File: config.mk
export PLATFORM = sky130hd
export DESIGN_NAME = pulse_gap_meter
export DESIGN_NICKNAME = d
export VERILOG_FILES = /design/src/rtl/pgm_pkg.sv /design/src/rtl/pgm_sync.sv /design/src/rtl/pgm_engine.sv /design/src/rtl/pgm_queue.sv /design/src/rtl/pulse_gap_meter.sv
export SDC_FILE = /design/constraint.sdc
export NUM_CORES = 1
export LEC_CHECK = 0
export ABC_AREA = 1
export BUFFER_PORTS_ARGS = -buffer_cell sky130_fd_sc_hd__buf_4
export CORE_ASPECT_RATIO = 2
export CORE_MARGIN = 2
export CORE_UTILIZATION = 55
export DETAILED_ROUTE_END_ITERATION = 10
export PLACE_DENSITY = 0.8
export REMOVE_ABC_BUFFERS = 1
export SLEW_MARGIN = 0
export SYNTH_ARGS = -nofsm -noshare
export SYNTH_HDL_FRONTEND = slang
export SYNTH_SLANG_ARGS = --single-unit
File: constraint.sdc
create_clock -name clk -period 2.6 [get_ports clk]
set_input_delay 0.39 -clock clk [delete_from_list [all_inputs] [get_ports clk]]
set_output_delay 0.39 -clock clk [all_outputs]
set_load 0.01 [all_outputs]
File: src/rtl/pgm_pkg.sv
package pgm_pkg;
  typedef enum logic [1:0] {ENG_IDLE, ENG_COUNT, ENG_DONE} eng_state_e;
  localparam logic DIR_A = 1'b0;
  localparam logic DIR_B = 1'b1;
endpackage

File: src/rtl/pgm_sync.sv
module pgm_sync (
  input  logic clk,
  input  logic rst_n,
  input  logic din,
  output logic level,
  output logic rise
);
  logic [2:0] shreg;

  always_ff @(posedge clk or negedge rst_n) begin
    if (!rst_n) shreg <= '0;
    else        shreg <= {shreg[1:0], din};
  end

  assign level = shreg[1];
  assign rise  = shreg[1] & ~shreg[2];
endmodule

File: src/rtl/pgm_engine.sv
module pgm_engine
  import pgm_pkg::*;
#(
  parameter int CNT_W       = 32,
  parameter int STEP_CYCLES = 3
) (
  input  logic             clk,
  input  logic             rst_n,
  input  logic             arm_rise,
  input  logic             stop_level,
  input  logic             inhibit,
  input  logic [CNT_W-1:0] limit,
  input  logic             take,
  output logic             valid,
  output logic             busy,
  output logic [CNT_W-1:0] count,
  output logic             timeout
);
  localparam int PH_W = (STEP_CYCLES > 1) ? $clog2(STEP_CYCLES) : 1;
  localparam logic [PH_W-1:0] PH_LAST = PH_W'(STEP_CYCLES - 1);

  eng_state_e       state;
  logic [CNT_W-1:0] down;
  logic [PH_W-1:0]  phase;

  always_ff @(posedge clk or negedge rst_n) begin
    if (!rst_n) begin
      state   <= ENG_IDLE;
      down    <= '1;
      phase   <= '0;
      timeout <= 1'b0;
    end else begin
      timeout <= 1'b0;
      case (state)
        ENG_IDLE: begin
          if (arm_rise && !inhibit) begin
            down  <= '1;
            phase <= '0;
            state <= stop_level ? ENG_DONE : ENG_COUNT;
          end
        end
        ENG_COUNT: begin
          if (stop_level) begin
            state <= ENG_DONE;
          end else if (~down == limit) begin
            timeout <= 1'b1;
            state   <= ENG_IDLE;
          end else if (phase == PH_LAST) begin
            phase <= '0;
            down  <= down - 1'b1;
          end else begin
            phase <= phase + PH_W'(1);
          end
        end
        ENG_DONE: begin
          if (take) state <= ENG_IDLE;
        end
        default: state <= ENG_IDLE;
      endcase
    end
  end

  assign valid = (state == ENG_DONE);
  assign busy  = (state != ENG_IDLE);
  assign count = ~down;
endmodule

File: src/rtl/pgm_queue.sv
module pgm_queue #(
  parameter int W     = 33,
  parameter int DEPTH = 4
) (
  input  logic         clk,
  input  logic         rst_n,
  input  logic         push,
  input  logic [W-1:0] push_data,
  output logic         out_valid,
  input  logic         out_ready,
  output logic [W-1:0] out_data
);
  localparam int AW = (DEPTH > 1) ? $clog2(DEPTH) : 1;

  logic [W-1:0] mem [DEPTH];
  logic [AW-1:0] wr_ptr, rd_ptr;
  logic [AW:0]   fill;
  logic          full, do_push, do_pop;

  assign full    = (fill == (AW+1)'(DEPTH));
  assign do_push = push && !full;
  assign do_pop  = out_valid && out_ready;

  always_ff @(posedge clk or negedge rst_n) begin
    if (!rst_n) begin
      wr_ptr <= '0;
      rd_ptr <= '0;
      fill   <= '0;
    end else begin
      if (do_push) wr_ptr <= (wr_ptr == AW'(DEPTH-1)) ? '0 : wr_ptr + AW'(1);
      if (do_pop)  rd_ptr <= (rd_ptr == AW'(DEPTH-1)) ? '0 : rd_ptr + AW'(1);
      fill <= fill + (AW+1)'(do_push) - (AW+1)'(do_pop);
    end
  end

  always_ff @(posedge clk) begin
    if (do_push) mem[wr_ptr] <= push_data;
  end

  assign out_valid = (fill != '0);
  assign out_data  = mem[rd_ptr];
endmodule

File: src/rtl/pulse_gap_meter.sv
module pulse_gap_meter
  import pgm_pkg::*;
#(
  parameter int CNT_W       = 32,
  parameter int STEP_CYCLES = 3,
  parameter int DEPTH       = 4
) (
  input  logic             clk,
  input  logic             rst_n,
  input  logic             pulse_a,
  input  logic             pulse_b,
  input  logic [CNT_W-1:0] timeout_limit,
  output logic [1:0]       timeout_flag,
  output logic             res_valid,
  input  logic             res_ready,
  output logic             res_dir,
  output logic [CNT_W-1:0] res_count
);
  localparam int QW = CNT_W + 1;

  logic [1:0]       pin;
  logic [1:0]       level, rise;
  logic [1:0]       eng_valid, eng_busy, grant;
  logic [CNT_W-1:0] eng_cnt [2];
  logic             push;
  logic [QW-1:0]    push_data, q_data;

  assign pin = {pulse_b, pulse_a};

  for (genvar i = 0; i < 2; i++) begin : g_ch
    pgm_sync u_sync (
      .clk(clk), .rst_n(rst_n), .din(pin[i]),
      .level(level[i]), .rise(rise[i])
    );

    pgm_engine #(.CNT_W(CNT_W), .STEP_CYCLES(STEP_CYCLES)) u_eng (
      .clk(clk), .rst_n(rst_n),
      .arm_rise(rise[i]),
      .stop_level(level[1-i]),
      .inhibit((i == 1) ? rise[0] : 1'b0),
      .limit(timeout_limit),
      .take(grant[i]),
      .valid(eng_valid[i]),
      .busy(eng_busy[i]),
      .count(eng_cnt[i]),
      .timeout(timeout_flag[i])
    );
  end

  // A-armed engine has priority; the other waits one cycle in its done state
  assign grant[0]  = eng_valid[0];
  assign grant[1]  = eng_valid[1] & ~eng_valid[0];
  assign push      = |grant;
  assign push_data = grant[0] ? {DIR_A, eng_cnt[0]} : {DIR_B, eng_cnt[1]};

  pgm_queue #(.W(QW), .DEPTH(DEPTH)) u_queue (
    .clk(clk), .rst_n(rst_n),
    .push(push), .push_data(push_data),
    .out_valid(res_valid), .out_ready(res_ready), .out_data(q_data)
  );

  assign res_dir   = q_data[QW-1];
  assign res_count = q_data[CNT_W-1:0];
endmodule

==> results of run 1 <==
-- cell usage after synthesis (all sizes together) --
master,number,area (um^2)
nand4,76,496.7
a21oi,18,90.09
nand2,493,1871
o21ai,137,685.7
nand3b,3,22.52
xnor2,1,8.760
inv,152,570.5
dfstp,64,1682
nor2,278,1091
o211ai,2,15.01
dfrtp,23,575.6
nor3,12,60.06
xor2,8,70.07
buf,32,224.0
ha,9,112.6
o31ai,3,22.52
clkbuf,38,147.6
and2,1,6.260
fa,1,20.02
o22ai,33,206.5
and3,2,12.51
a21o,1,7.510
or2,1,6.260
nand3,78,395.4
edfxtp,132,3964
-- logic make-up (layout without fill, tap and decap cells) --
family | count (synthesis) | in the layout | share of synthesized area, %
AOI/OAI and AO/OA | 194 | 194 | 8.309
xor gates and xnor gates | 9 | 9 | 0.6376
adders and majority gates | 10 | 10 | 1.073
buffers and inverters | 222 | 288 | 7.621
DFF | 219 | 219 | 50.32
and+or+nand+nor | 944 | 944 | 32.04
-- power by group through the flow --
stage	sequential, uW	combinational, uW	clock [uW]
finish	6760	7780	2740
global route	6920	8690	2890
CTS	6710	7720	2780
detailed placement	6760	7700	0
global placement	6720	7460	0
floorplan	6530	4830	0
-- worst paths after layout --
kind                       depth (start not counted)                     from  slack, ns                 endpoint
min reg2reg                                        0  g_ch[0].u_sync.shreg[0]       0.35  g_ch[0].u_sync.shreg[1]
min                                                0  g_ch[0].u_sync.shreg[0]       0.35  g_ch[0].u_sync.shreg[1]
max                                                4        u_queue.rd_ptr[0]       0.24            res_count[30]
max in group asynchronous                          3                    rst_n       1.55   g_ch[1].u_eng.down[23]
min in group asynchronous                          2                    rst_n       0.39   g_ch[0].u_eng.phase[1]
max reg2reg                                       10   g_ch[0].u_eng.state[1]       0.25          u_queue.fill[2]
-- layer usage --
metal	global-route usage (%)	share of wire, %	vias up
li1	-	-	5342
met1	34.57	35	5140
met2	52.21	52	501
met3	2.779	5.9	134
met4	20.72	7.4	0
met5	0	0	-
-- stage by stage --
stage                     hold slack, ns  setup TNS, ns
after global placement            0.3328              0
after detailed placement          0.3364              0
after global routing              0.3624              0
after floorplan                  0.09441        -133.58
after CTS                         0.3521              0
final                             0.3494              0
-- area by class of cell --
class	count	area (um^2)	share of cell area [%]
Sequential cell	219	6222	45.16
Multi-Input combinational cell	1157	5213	37.83
Timing Repair Buffer	103	834.6	6.058
Inverter	152	574.3	4.169
Clock buffer	25	528.0	3.833
Tap cell	276	345.3	2.507
Clock inverter	8	60.06	0.4359
-- cells in the final DEF, fill, tap and decap left out, types with 3 or more instances in the layout --
cell           netlist  final
a21oi_1             18     18
buf_12               0      4
buf_4                5     95
clkbuf_1            34      3
clkbuf_16            0     19
clkbuf_8             0      3
clkinvlp_4           0      3
dfrtp_1             23     22
dfstp_2             64     64
dlygate4sd3_1        0      3
edfxtp_1           132    132
ha_1                 9      9
inv_1              151    150
inv_6                0      3
nand2_1            489    489
nand3_1             77     77
nand3b_1             3      3
nand4_1             74     74
nor2_1             269    264
nor2_2               4      9
nor2_4               5      5
nor3_1              12     12
o21ai_0            137    137
o22ai_1             33     33
o31ai_1              3      3
xor2_1               8      8
-- state kept, by name (all words and copies together), names as in the netlist, 3 cells and up --
name and flops:
g_ch.u_eng.phase 4, u_queue.mem 132, u_queue.fill 3, g_ch.u_eng.state 4
g_ch.u_eng.down 64, g_ch.u_sync.shreg 6
-- worst register-to-register path, cell delays in order, from the launching register on --
cell and delay [ns]:
dfrtp_1 0.46, inv_2 0.10, nor2_4 0.04, inv_1 0.14, o21ai_0 0.14, nand2_1 0.22
inv_1 0.13, ha_1 0.24, fa_1 0.41, xnor2_1 0.20, xor2_1 0.18
-- timing repair --
item | in CTS | in global routing
hold endpoints to repair | 6 | 0
hold buffers | 3 | 0
gates resized for setup | 0 | 2
setup endpoints to repair | 0 | 9
==> impl_metrics.tcl, run 1 <==
set metrics [dict create \
    fin_worst_skew_ns 0.01418 \
    fin_area_um2 13780 \
    hold_class "reg -> reg" \
    setup_violations 0 \
    placed_area_um2 13150 \
    p_int_uw 9659 \
    setup_ws_ns 0.2423 \
    wirelength_mm 35.16 \
    p_clk_share_pct 15.9 \
    path_buf_inv 2 \
    path_clk_slew_ns 0.07 \
    overflow 0 \
    antenna_found_initial 0 \
    gp_congestion 1.040 \
    fin_crit_ns 2.358 \
    power.total_uw 17280 \
    avgViaCountPerCell 5.730 \
    cap_viol_max_count 0 \
    path_delay_family "buffers and inverters" \
    die_w_um 110.0 \
    dpl_worst_slack_ns 0.3043 \
    synth_cells 1598 \
    path_class "reg -> out" \
    tightest_slew_ns 0.6273 \
    core_area_um2 22060 \
    cts_setup_buffers 0 \
    p_sw_share_pct 44.10 \
    critPathRequiredTime_ns 2.21 \
    arrival_ns 1.97 \
    slew_violations 0 \
    die_h_um 216.0 \
    max_freq_mhz 424.1 \
    vias 11120 \
    syn_to_final_growth_pct 11.44 \
    ant_nets 0 \
    dpl.cell_count 1904 \
    rsz0062_at_grt "no" \
    avgSynthCellArea_um2 7.737 \
    cts_buffers 19 \
    antenna_cells 0 \
    grt_start_max_net_pins 69 \
    wl_per_cell_um 18.12 \
    drtIter0Drc 999 \
    start_util_pct 56.04 \
    peakVddDrop_uv 714.0 \
    path_max_fanout 68 \
    p_leak_uw 0.005982 \
    combPwrFrac_pct 45.0 \
    fill_cells 1919 \
    critPathCaptureType "output pin" \
    power.share.sequential_pct 39.1 \
    drive_above_1_share_pct 13.10 \
    grt_pass1_wl_mm 55.11 \
    final_cells 1940 \
    io_pins 73 \
    grt_pass1_vias 10680 \
    rows 77 \
    cts_tree "built" \
    track_usage_pct 30.35 \
    powerDensity_nw_per_um2 1254 \
    cp-start-kind "flop" \
    period_share_pct 90.68 \
    clockBufferDepth 3 \
    dieArea_um2 23770 \
    htreeDepth 1 \
    final-hold-violation-count 0 \
    worstPathCellList "buf_6 -> o21ai_0 -> o22ai_1 -> buf_4" \
    final_util_pct 62.45 \
    firstDrtPassIters 6 \
    portBuffers 72 \
    dp_hpwl_mm 25.32 \
    yosysWarnings 0 \
    nets 1699 \
    max_slew_margin_pct 57.74 \
    syn-cell-area_um2 12360 \
    slowest_delay_ns 0.40 \
    switchingPower_uw 7622 \
    clkLatencyLatePin_ns 0.51 \
    critical-path-slowest-cell "buf_6" \
    root_buffer "clkbuf_16" \
    ys_seq_area_share_pct 50.32 \
    outcome "complete, no violations" \
    ys_seq_elements 219 \
    drc_errors 0 \
    ys_types 37 \
    clock_sinks 219 \
]
No activity file was read; power rests on OpenSTA's default activity.
==> run 2, diff against run 1 <==
--- a/config.mk
+++ b/config.mk
@@ -9,9 +9,9 @@
 export BUFFER_PORTS_ARGS = -buffer_cell sky130_fd_sc_hd__buf_4
 export CORE_ASPECT_RATIO = 2
 export CORE_MARGIN = 2
-export CORE_UTILIZATION = 55
+export CORE_UTILIZATION = 56
 export DETAILED_ROUTE_END_ITERATION = 10
-export PLACE_DENSITY = 0.8
+export PLACE_DENSITY = 0.81
 export REMOVE_ABC_BUFFERS = 1
 export SLEW_MARGIN = 0
 export SYNTH_ARGS = -nofsm -noshare
==> impl_metrics.tcl, run 2 (synthesized netlist as in run 1, its figures left out) <==
set metrics [dict create \
    period_share_pct 92.17 \
    final-hold-violation-count 0 \
    fin_crit_ns 2.397 \
    final_common_cell "nand2_1" \
    final_cell_mix "nand2_1, nor2_1, inv_1" \
    track_usage_pct 30.56 \
    nets 1694 \
    p_leak_uw 0.005975 \
    critPathRequiredTime_ns 2.21 \
    rr_startpoint "g_ch[1].u_eng.down[2]" \
    cts_setup_buffers 0 \
    clockBufferDepth 3 \
    grt_start_max_net_pins 69 \
    placed_area_um2 13110 \
    cp-start-kind "flop" \
    rsz0062_at_grt "no" \
    path_max_fanout 43 \
    cts_buffers 19 \
    gp_congestion 1.087 \
    worstPathCellList "inv_1 -> buf_4 -> o21ai_0 -> o22ai_1 -> buf_4" \
    tightest_slew_ns 0.6516 \
    vias 11190 \
    powerDensity_nw_per_um2 1261 \
    cts_resized 0 \
    setup_violations 0 \
    fin_area_um2 13740 \
    crit_top_cell "buf_4" \
    clkLatencyLatePin_ns 0.52 \
    antenna_cells 0 \
    rr_worst_depth 12 \
    grt_pass1_wl_mm 54.77 \
    max_freq_mhz 417.3 \
    avgViaCountPerCell 5.797 \
    r2r_end "g_ch[1].u_eng.phase[0]" \
    startpoint "u_queue.rd_ptr[0]" \
    peakVddDrop_uv 733.8 \
    overflow 0 \
    die_h_um 214.1 \
    holdPathStages 0 \
    largest_reg_flops 132 \
    dp_hpwl_mm 24.76 \
    top_register "u_queue.mem" \
    portBuffers 72 \
    clock_sinks 219 \
    cts_tree "built" \
    syn_to_final_growth_pct 11.16 \
    arrival_ns 2.01 \
    slowest_delay_ns 0.43 \
    ant_nets 0 \
    drive_above_1_share_pct 12.73 \
    hold_class "reg -> reg" \
    start_util_pct 57.27 \
    firstDrtPassIters 6 \
    wl_per_cell_um 18.29 \
    outcome "complete, no violations" \
    wirelength_mm 35.32 \
    drtIter0Drc 927 \
    setup_tns_ns 0 \
    core_area_um2 21590 \
    root_buffer "clkbuf_16" \
    die_w_um 109.1 \
    grt_pass1_vias 10650 \
    path_clk_slew_ns 0.07 \
    io_pins 73 \
    htreeDepth 1 \
    max_slew_margin_pct 56.56 \
    critPathCaptureType "output pin" \
    rows 76 \
    drc_errors 0 \
    slew_violations 0 \
    hold_end "g_ch[0].u_sync.shreg[1]" \
    min-delay-start "g_ch[0].u_sync.shreg[0]" \
    r2r_setup_slack_ns 0.31 \
    cap_viol_max_count 0 \
    antenna_found_initial 0 \
    critical-path-slowest-cell "dfrtp_2" \
    path_class "reg -> out" \
    fin_worst_skew_ns 0.02058 \
    whs_ns 0.3513 \
    dieArea_um2 23350 \
    largestRegisters "u_queue.mem x132, g_ch.u_eng.down x64, g_ch.u_sync.shreg x6" \
]
[run 2: worst max path at each step]
stage,endpoint,depth (start not counted)
after global placement,g_ch[1].u_eng.down[29],9
after detailed placement,u_queue.fill[2],10
final,res_count[5],5
after floorplan,u_queue.mem[0][0],6
after global routing,g_ch[1].u_eng.phase[0],12
after CTS,res_count[5],5
[run 2: timing repair]
action                                  4_1_cts  5_1_grt
endpoints found under the setup margin        0        0
endpoints found under the hold margin         6        0
hold buffers                                  3        0
[run 2: worst max-delay path: cells and delay by family (launching register included)]
family	cells	cell delay, ns
AO/OA/AOI/OAI	2	0.43
flip-flops	1	0.43
buffers and inverters	3	0.64
[run 2: where the power goes]
part	switching (uW)	total (uW)	internal [uW]
combinational	5200	7730	2530
clock	1300	2840	1540
sequential	1130	6760	5620
total	7630	17300	9700
[run 2: cell type report]
cell class,count,area (um^2)
clock buffers,24,524.3
clock inverters,8,78.83
fillers,1830,7843
inverters,152,570.5
multi-input cells,1157,5213
flip-flops and latches,219,6222
well taps,273,341.6
repair buffers,98,793.3
[run 2: per-stage QoR]
step / cells / total power [uW] / utilization (%) / setup WS (ns)
after CTS: 1931 / 17220 / 63.67 / 0.2146
after global routing: 1931 / 18470 / 63.67 / 0.1448
final: 1931 / 17320 / 63.67 / 0.2035
after detailed placement: 1896 / 14370 / 60.73 / 0.3656
after global placement: 1896 / 14100 / 60.73 / 0.4014
after floorplan: 1528 / 11370 / - / -0.7952
[run 2: layer usage]
| layer | track usage [%] | routed length (um) | up-vias |
|---|---|---|---|
| li1 | - | - | 5342 |
| met1 | 34.61 | 12360 | 5183 |
| met2 | 53.52 | 18400 | 535 |
| met3 | 2.736 | 2092 | 134 |
| met4 | 19.66 | 2466 | 0 |
| met5 | 0 | 0 | - |
==> run 3, diff against run 2 <==
--- a/config.mk
+++ b/config.mk
@@ -10,6 +10,7 @@
 export CORE_ASPECT_RATIO = 2
 export CORE_MARGIN = 2
 export CORE_UTILIZATION = 56
+export CTS_BUF_LIST = sky130_fd_sc_hd__clkbuf_16
 export DETAILED_ROUTE_END_ITERATION = 10
 export PLACE_DENSITY = 0.81
 export REMOVE_ABC_BUFFERS = 1
==> impl_metrics.tcl, run 3 (synthesized netlist as in run 1, its figures left out) <==
set metrics [dict create \
    path_max_fanout 43 \
    path_class "reg -> out" \
    cp-start-kind "flop" \
    p_leak_uw 0.005967 \
    syn_to_final_growth_pct 10.92 \
    final_cell_mix "nand2_1, nor2_1, inv_1" \
    clockBufferDepth 3 \
    max_freq_mhz 422.4 \
    path_clk_slew_ns 0.07 \
    clkLatencyLatePin_ns 0.51 \
    antenna_found_initial 0 \
    largest_reg_flops 132 \
    dpl.cell_count 1896 \
    rows 76 \
    nets 1694 \
    max_slew_margin_pct 56.89 \
    htreeDepth 1 \
    drive_above_1_share_pct 12.55 \
    dpl_worst_slack_ns 0.3656 \
    grt_pass1_vias 10650 \
    clock_sinks 219 \
    die_h_um 214.1 \
    rr_startpoint "g_ch[1].u_eng.down[2]" \
    arrival_ns 1.98 \
    r2r_end "g_ch[1].u_eng.phase[0]" \
    critPathCaptureType "output pin" \
    start_util_pct 57.27 \
    p_int_uw 9603 \
    dp_hpwl_mm 24.76 \
    hold_class "reg -> reg" \
    setup_tns_ns 0 \
    fill_cells 1833 \
    powerDensity_nw_per_um2 1255 \
    cts_tree "built" \
    final_cells 1931 \
    startpoint "u_queue.rd_ptr[0]" \
    fin_crit_ns 2.368 \
    r2r_setup_slack_ns 0.32 \
    ant_nets 0 \
    power.share.sequential_pct 39.2 \
    overflow 0 \
    dieArea_um2 23350 \
    p_sw_share_pct 44.22 \
    gp_congestion 1.087 \
    cap_viol_max_count 0 \
    die_w_um 109.1 \
    grt_pass1_wl_mm 54.81 \
    peakVddDrop_uv 730.7 \
    combPwrFrac_pct 44.9 \
    cts_buffers 19 \
    antenna_cells 0 \
    min-delay-start "g_ch[0].u_sync.shreg[0]" \
    tightest_slew_ns 0.6467 \
    power.total_uw 17210 \
    hold_end "g_ch[0].u_sync.shreg[1]" \
    grt_start_max_net_pins 69 \
    holdPathStages 0 \
    largestRegisters "u_queue.mem x132, g_ch.u_eng.down x64, g_ch.u_sync.shreg x6" \
    p_clk_share_pct 15.9 \
    drc_errors 0 \
    rsz0062_at_grt "no" \
    period_share_pct 91.06 \
    vias 11140 \
    fin_worst_skew_ns 0.01915 \
    core_area_um2 21590 \
    root_buffer "clkbuf_16" \
    setup_ws_ns 0.2325 \
    outcome "complete, no violations" \
    wirelength_mm 35.22 \
    portBuffers 72 \
    track_usage_pct 30.59 \
    rr_worst_depth 12 \
    wl_per_cell_um 18.24 \
    setup_violations 0 \
    avgViaCountPerCell 5.770 \
    top_register "u_queue.mem" \
    drtIter0Drc 941 \
    cts_resized 0 \
    switchingPower_uw 7611 \
    io_pins 73 \
    firstDrtPassIters 6 \
    critPathRequiredTime_ns 2.21 \
    final_common_cell "nand2_1" \
    final-hold-violation-count 0 \
    slew_violations 0 \
    whs_ns 0.3512 \
]
[run 3: cell types whose count changed in the layout (fill, tap and decap cells not counted)]
cell      change
clkbuf_1      -2
clkbuf_8      -3
clkinv_1      +3
inv_1         +2
[run 3: power groups by stage]
stage | logic [uW] | registers [uW] | clock network, uW
floorplan | 4830 | 6530 | 0
CTS | 7660 | 6700 | 2760
global route | 8600 | 6910 | 2880
detailed placement | 7620 | 6760 | 0
finish | 7730 | 6750 | 2730
global placement | 7390 | 6710 | 0
[run 3: what timing repair did]
action                    4_1_cts  5_1_grt
hold endpoints to repair        6        0
buffers inserted                0        0
hold buffers                    3        0
[run 3: area by class of cell]
class                      count  area (um^2)  share of cell area [%]
multi-input combinational   1157         5213                   38.01
timing repair buffer          98        793.3                   5.785
clock inverter                13        97.59                  0.7117
clock buffer                  19        475.5                   3.467
inverter                     152        570.5                   4.161
sequential                   219         6222                   45.37
tap                          273        341.6                   2.491
[run 3: worst max path at each step]
stage | endpoint | cells past startpoint
after detailed placement | u_queue.fill[2] | 10
final | res_count[5] | 5
after global routing | g_ch[1].u_eng.phase[0] | 12
after CTS | res_count[5] | 5
after floorplan | u_queue.mem[0][0] | 6
after global placement | g_ch[1].u_eng.down[29] | 9
[run 3: worst max-delay path: stages, from the launching register on]
cell and delay (ns):
dfrtp_2 0.43, inv_1 0.08, buf_4 0.37, o21ai_0 0.15, o22ai_1 0.25, buf_4 0.18
[run 3: per-layer routing]
metal / GRT usage (%) / routed length [um] / vias up
li1: - / - / 5346
met1: 34.87 / 12170 / 5129
met2: 53.46 / 18540 / 534
met3: 2.584 / 2110 / 132
met4: 19.62 / 2404 / 0
met5: 0 / 0 / -
[run 3: metrics by stage]
step	util (%)	instance area, um^2
4_1_cts	63.53	13710
5_1_grt	63.53	13710
3_5_place_dp	60.73	13110
2_1_floorplan	-	11990
6_report	63.53	13710
3_3_place_gp	60.73	13110
